$ cat config.mk
export PLATFORM = sky130hd
export DESIGN_NAME = gap_pkt_rx
export DESIGN_NICKNAME = d
export VERILOG_FILES = /design/src/rtl/gpr_pkg.sv /design/src/rtl/gpr_gap_timer.sv /design/src/rtl/gpr_crc_acc.sv /design/src/rtl/gap_pkt_rx.sv
export SDC_FILE = /design/constraint.sdc
export NUM_CORES = 1
export LEC_CHECK = 0
export ABC_AREA = 0
export BUFFER_PORTS_ARGS = -buffer_cell sky130_fd_sc_hd__buf_2
export CORE_MARGIN = 4
export CORE_UTILIZATION = 45
export DETAILED_ROUTE_END_ITERATION = 8
export PLACE_DENSITY = 0.69
export SYNTH_ARGS = -nofsm -noshare
export SYNTH_HDL_FRONTEND = slang
export SYNTH_SLANG_ARGS = --single-unit
$ cat constraint.sdc
create_clock -name clk -period 1.84 [get_ports clk]
set_input_delay 0.092 -clock clk [delete_from_list [all_inputs] [get_ports clk]]
set_output_delay 0.092 -clock clk [all_outputs]
set_load 0.01 [all_outputs]
$ cat src/rtl/gpr_pkg.sv
package gpr_pkg;
  localparam logic [15:0] CRC_POLY_REFL = 16'h8408;

  // one byte through the reflected CCITT register, LSB first
  function automatic logic [15:0] crc_byte(input logic [15:0] c, input logic [7:0] b);
    logic [15:0] r;
    r = c ^ {8'h00, b};
    for (int k = 0; k < 8; k++)
      r = r[0] ? ((r >> 1) ^ CRC_POLY_REFL) : (r >> 1);
    return r;
  endfunction
endpackage

$ cat src/rtl/gpr_gap_timer.sv
module gpr_gap_timer #(
  parameter int NORM_GAP = 2,
  parameter int SLOW_GAP = 25
) (
  input  logic clk,
  input  logic rst,
  input  logic byte_vld,
  input  logic char_tick,
  input  logic slow_mode,
  input  logic pkt_open,
  output logic gap_done
);
  localparam int MAXG = (SLOW_GAP > NORM_GAP) ? SLOW_GAP : NORM_GAP;
  localparam int GW   = $clog2(MAXG + 1);

  logic [GW-1:0] gap_cnt;
  logic [GW-1:0] limit;

  assign limit    = slow_mode ? GW'(SLOW_GAP) : GW'(NORM_GAP);
  assign gap_done = pkt_open && !byte_vld && char_tick && (gap_cnt >= limit);

  always_ff @(posedge clk) begin
    if (rst || byte_vld || gap_done)
      gap_cnt <= '0;
    else if (char_tick && pkt_open)
      gap_cnt <= gap_cnt + 1'b1;
  end

  p_gap_bound_r6: assert property (@(posedge clk) disable iff (rst)
    gap_cnt <= GW'(MAXG));
  p_byte_clears_gap_r6: assert property (@(posedge clk) disable iff (rst)
    byte_vld |=> gap_cnt == '0);
endmodule

$ cat src/rtl/gpr_crc_acc.sv
module gpr_crc_acc
  import gpr_pkg::*;
(
  input  logic        clk,
  input  logic        rst,
  input  logic        byte_vld,
  input  logic [7:0]  byte_data,
  input  logic        restart,
  output logic [15:0] crc_q
);
  always_ff @(posedge clk) begin
    if (rst)
      crc_q <= '0;
    else if (byte_vld)
      crc_q <= crc_byte(restart ? 16'h0000 : crc_q, byte_data);
  end

  p_crc_hold_r7: assert property (@(posedge clk) disable iff (rst)
    !byte_vld |=> $stable(crc_q));
endmodule

$ cat src/rtl/gap_pkt_rx.sv
module gap_pkt_rx #(
  parameter int NORM_GAP = 2,
  parameter int SLOW_GAP = 25,
  parameter int CNT_W    = 16
) (
  input  logic             clk,
  input  logic             rst,
  input  logic             byte_vld,
  input  logic [7:0]       byte_data,
  input  logic             slow_mode,
  input  logic             char_tick,
  output logic             out_vld,
  output logic [7:0]       out_data,
  output logic             out_sop,
  output logic             out_eop,
  output logic             out_crc_ok,
  output logic [CNT_W-1:0] rx_pkt_cnt,
  output logic [CNT_W-1:0] good_pkt_cnt,
  output logic [CNT_W-1:0] bad_pkt_cnt
);
  localparam logic [CNT_W-1:0] ONE = CNT_W'(1);

  logic        pkt_open;
  logic [7:0]  hold_data;
  logic        hold_first;
  logic        gap_done;
  logic [15:0] crc_q;

  gpr_gap_timer #(.NORM_GAP(NORM_GAP), .SLOW_GAP(SLOW_GAP)) u_gap (
    .clk(clk), .rst(rst), .byte_vld(byte_vld), .char_tick(char_tick),
    .slow_mode(slow_mode), .pkt_open(pkt_open), .gap_done(gap_done)
  );

  gpr_crc_acc u_crc (
    .clk(clk), .rst(rst), .byte_vld(byte_vld), .byte_data(byte_data),
    .restart(!pkt_open), .crc_q(crc_q)
  );

  always_ff @(posedge clk) begin
    if (rst) begin
      pkt_open     <= 1'b0;
      hold_data    <= '0;
      hold_first   <= 1'b0;
      out_vld      <= 1'b0;
      out_data     <= '0;
      out_sop      <= 1'b0;
      out_eop      <= 1'b0;
      out_crc_ok   <= 1'b0;
      rx_pkt_cnt   <= '0;
      good_pkt_cnt <= '0;
      bad_pkt_cnt  <= '0;
    end else begin
      out_vld    <= 1'b0;
      out_sop    <= 1'b0;
      out_eop    <= 1'b0;
      out_crc_ok <= 1'b0;
      if (byte_vld) begin
        if (pkt_open) begin
          out_vld  <= 1'b1;
          out_data <= hold_data;
          out_sop  <= hold_first;
        end
        hold_data  <= byte_data;
        hold_first <= !pkt_open;
        pkt_open   <= 1'b1;
      end else if (gap_done) begin
        out_vld    <= 1'b1;
        out_data   <= hold_data;
        out_sop    <= hold_first;
        out_eop    <= 1'b1;
        out_crc_ok <= (crc_q == 16'h0000);
        pkt_open   <= 1'b0;
        rx_pkt_cnt <= rx_pkt_cnt + ONE;
        if (crc_q == 16'h0000) good_pkt_cnt <= good_pkt_cnt + ONE;
        else                   bad_pkt_cnt  <= bad_pkt_cnt + ONE;
      end
    end
  end

  p_eop_has_vld_r4: assert property (@(posedge clk) disable iff (rst)
    out_eop |-> out_vld);
  p_crc_ok_only_eop_r7: assert property (@(posedge clk) disable iff (rst)
    out_crc_ok |-> out_eop);
  p_idle_quiet_r8: assert property (@(posedge clk) disable iff (rst)
    (!pkt_open && !byte_vld) |=> !out_vld);
  p_rx_step_r9: assert property (@(posedge clk) disable iff (rst)
    out_eop |-> rx_pkt_cnt == $past(rx_pkt_cnt) + ONE);
  p_good_step_r9: assert property (@(posedge clk) disable iff (rst)
    (out_eop && out_crc_ok) |-> good_pkt_cnt == $past(good_pkt_cnt) + ONE);
  p_bad_step_r9: assert property (@(posedge clk) disable iff (rst)
    (out_eop && !out_crc_ok) |-> bad_pkt_cnt == $past(bad_pkt_cnt) + ONE);
endmodule

==> flow_metrics.env <==
export IMPL_io_buffers=72
export IMPL_crit_slowest_cell="or4_4"
export IMPL_fmax_mhz=469.6
export IMPL_yosysSeqAreaShare_pct=41.74
export IMPL_place_ws_ns=-0.3348
export IMPL_setup_slack_ns=-0.2895
export IMPL_grt_pass1_wl_um=17920
export IMPL_skew_ns=0.01247
export IMPL_place_congestion=0.8574
export IMPL_antenna_cells=0
export IMPL_crit_chain="ha_4, and4b_1, a31oi_4, a21o_1, buf_12, or4_4, a21oi_2"
export IMPL_path_class="reg -> reg"
export IMPL_required_ns=2.14
export IMPL_drcViolationCount=0
export IMPL_clock_power_share_pct=39.0
export IMPL_fp_dieH_um=106.5
export IMPL_slew_headroom_pct=63.26
export IMPL_crit_fanout=15
export IMPL_cp_arrival_ns=2.43
export IMPL_cts_tree="done"
export IMPL_syn_area_um2=4364
export IMPL_syn_nets=504
export IMPL_grt_pass1_vias=3804
export IMPL_setup_violations=58
export IMPL_start_util_pct=46.79
export IMPL_cp_buffers_inverters=1
export IMPL_synth_edf_count=0
export IMPL_rows=35
export IMPL_insertion_delay_ns=0.36
export IMPL_synthFlopType="dfxtp_1"
export IMPL_firstDrtPassIters=4
export IMPL_syn_avg_cell_area_um2=9.036
export IMPL_synth_area_leader_cell="dfxtp_1"
export IMPL_wl_um=11360
export IMPL_final_cell_mix="88 x dfxtp_1, 72 x buf_2, 70 x buf_4, 50 x nor2_1, 38 x nand2_1"
export IMPL_p_int_mw=3.168
export IMPL_ys_ff_latch=91
export IMPL_pwr_share_comb_pct=12.0
export IMPL_hpwl_um=7764
export IMPL_antenna_found_initial=0
export IMPL_final_common_cell="dfxtp_1"
export IMPL_ant_nets=0
export IMPL_grt_start_max_net_pins=38
export IMPL_synth_area_leaders="dfxtp_1 42%, xnor2_1 6.0%, mux2i_1 4.4%, nor2_1 4.3%, a21oi_1 3.9%"
export IMPL_cts_root_buf="clkbuf_8"
export IMPL_p_seq_share_pct=49.0
export IMPL_synthArstFlopShare_pct=0
export IMPL_yosysUniqueCellTypes=49
export IMPL_routed_via_density=5.347
export IMPL_grt_usage_pct=19.22
export IMPL_hold_violations=0
export IMPL_path_clk_slew_ns=0.09
export IMPL_fillCellCount=779
export IMPL_cp_end_kind="flip-flop"
export IMPL_ir_drop_mv=0.4390
export IMPL_cts_sinks=91
export IMPL_post_route_cell_area_um2=5939
export IMPL_p_per_area_nw_per_um2=709.9
export IMPL_fp_dieW_um=106.5
export IMPL_cts_buffer_depth=2
export IMPL_switching_share_pct=24.87
export IMPL_synth_top_cell_area_share_pct=41.74
export IMPL_nets=638
export IMPL_worstSetupStartpointType="flip-flop"
export IMPL_violations="setup timing"
export IMPL_max_cap_violations=0
export IMPL_path_delay_family="simple AND/OR/NAND/NOR gates"
export IMPL_design_die_area_um2=11340
export IMPL_syn_inst=483
export IMPL_ctsHtreeMaxLevel=3
export IMPL_finalCritPeriodShare_pct=115.7
export IMPL_tns_ns=-8.801
export IMPL_hold_class="in -> reg"
export IMPL_power_switching_mw=1.049
export IMPL_period_needed_ns=2.130
export IMPL_max_slew_worst_pin_slew_ns=0.5511
export IMPL_regArea_um2=1826
export IMPL_placed_area_um2=5333
export IMPL_numCtsBuffers=9
export IMPL_power_mw=4.217
export IMPL_drive_above_1_share_pct=37.20
export IMPL_drt_iter0_drc=169
export IMPL_routed_via_count=4010
export IMPL_run_status="finished with violations"
export IMPL_core_um2=9328
export IMPL_grt_overflow=0
export IMPL_area_growth_pct=36.10
export IMPL_p_leak_nw=2.357
export IMPL_routedWlPerCell_um=15.15
export IMPL_multi_input_area_um2=2659
export IMPL_pin_count=73
export IMPL_maxSlewViolCount=0
export IMPL_rsz0062_at_grt="true"
export IMPL_critPathMaxStageDelay_ns=0.51
export IMPL_synth_warnings=0
==> path summary, 6_finish.rpt <==
kind	from	endpoint	slack (ns)	cells past startpoint
setup / recovery	u_gap.gap_cnt[4]	rx_pkt_cnt[10]	-0.29	7
setup reg to reg	u_gap.gap_cnt[4]	rx_pkt_cnt[10]	-0.29	7
hold / removal	byte_data[4]	hold_data[4]	0.008	3
hold reg to reg	hold_first	out_sop	0.46	1
==> power by group through the flow <==
stage	combinational [mW]	sequential, mW	clock (mW)
after global placement	0.468	2.11	0
after global routing	0.552	2.08	1.75
after CTS	0.491	2.07	1.66
after detailed placement	0.477	2.11	0
after floorplan	0.297	2.12	0
final	0.506	2.07	1.64
==> metrics by stage <==
| step | cells | hold WS, ns | utilization, % |
|---|---|---|---|
| after floorplan | 483 | 0.2392 | - |
| after global placement | 725 | 0.3583 | 57.17 |
| after detailed placement | 725 | 0.3747 | 57.17 |
| after CTS | 743 | 0.0002203 | 60.79 |
| after global routing | 750 | 0.004663 | 63.68 |
| final | 750 | 0.007970 | 63.68 |
==> registers in the layout (all words and copies together) (netlist names) <==
| register | count |
|---|---|
| hold_first | 1 |
| good_pkt_cnt | 16 |
| out_vld | 1 |
| u_gap.gap_cnt | 5 |
| out_eop | 1 |
| bad_pkt_cnt | 16 |
| pkt_open | 1 |
| u_crc.crc_q | 16 |
| hold_data | 8 |
| rx_pkt_cnt | 16 |
| out_data | 8 |
| out_sop | 1 |
| out_crc_ok | 1 |
==> final cells by class <==
cell class	instances	share of cell area, %
multi-input cells	355	44.77
clock buffers	9	2.086
clock inverters	6	1.917
repair buffers	153	17.34
well taps	129	2.718
flip-flops and latches	91	30.74
inverters	7	0.4424
==> cell usage after synthesis (2+ instances only) <==
cell        n
dfxtp_1    91
nor2_1     50
nand2_1    39
a21oi_1    34
xnor2_1    30
mux2i_1    19
a211oi_1   16
nand2b_1   15
xor2_1     15
clkbuf_1   14
o21ai_0    14
nand3_1    13
and3_1     10
or3_1      10
or4_1      10
o31ai_1     9
buf_2       8
ha_1        8
a31o_2      7
inv_1       7
buf_1       6
nand4_1     6
and2_1      5
nor4_1      5
o22ai_1     5
a2111oi_0   4
a2111oi_2   3
and4_1      3
nand4b_1    3
nor4_2      3
a2111o_1    2
a21o_1      2
==> worst min-delay path, delay by kind of cell <==
kind          cells  cell delay (ns)
simple gates      1             0.08
mux               1             0.07
buf+inv           1             0.10
==> timing repair <==
action / 4_1_cts / 5_1_grt
cloned: 0 / 2
hold endpoints to repair: 1 / 1
setup buffers: 2 / 4
resized for setup: 15 / 43
endpoints found under the setup margin: 57 / 64
hold buffers: 1 / 1
pin swaps: 1 / 11
==> routing by layer <==
layer / wire, µm / share of wire, % / up-vias / track usage [%]
met2: 5310 / 47 / 81 / 30.59
met1: 5251 / 46 / 1901 / 25.40
met5: 0 / 0 / - / 0
met3: 545 / 4.8 / 23 / 4.614
li1: - / - / 2005 / -
met4: 255 / 2.2 / 0 / 6.941
==> logic make-up (layout without fill, tap and decap cells) <==
| family | after synthesis | count (layout) | synth area share, % |
|---|---|---|---|
| AOI/OAI and AO/OA | 103 | 103 | 16.77 |
| and+or+nand+nor | 180 | 180 | 22.13 |
| xor gates and xnor gates | 45 | 45 | 9.031 |
| adders and majority gates | 8 | 8 | 2.294 |
| muxes | 19 | 19 | 4.358 |
| DFF | 91 | 91 | 41.74 |
| buffers and inverters | 37 | 175 | 3.670 |
Note: power is estimated with default switching activity, not from simulation.
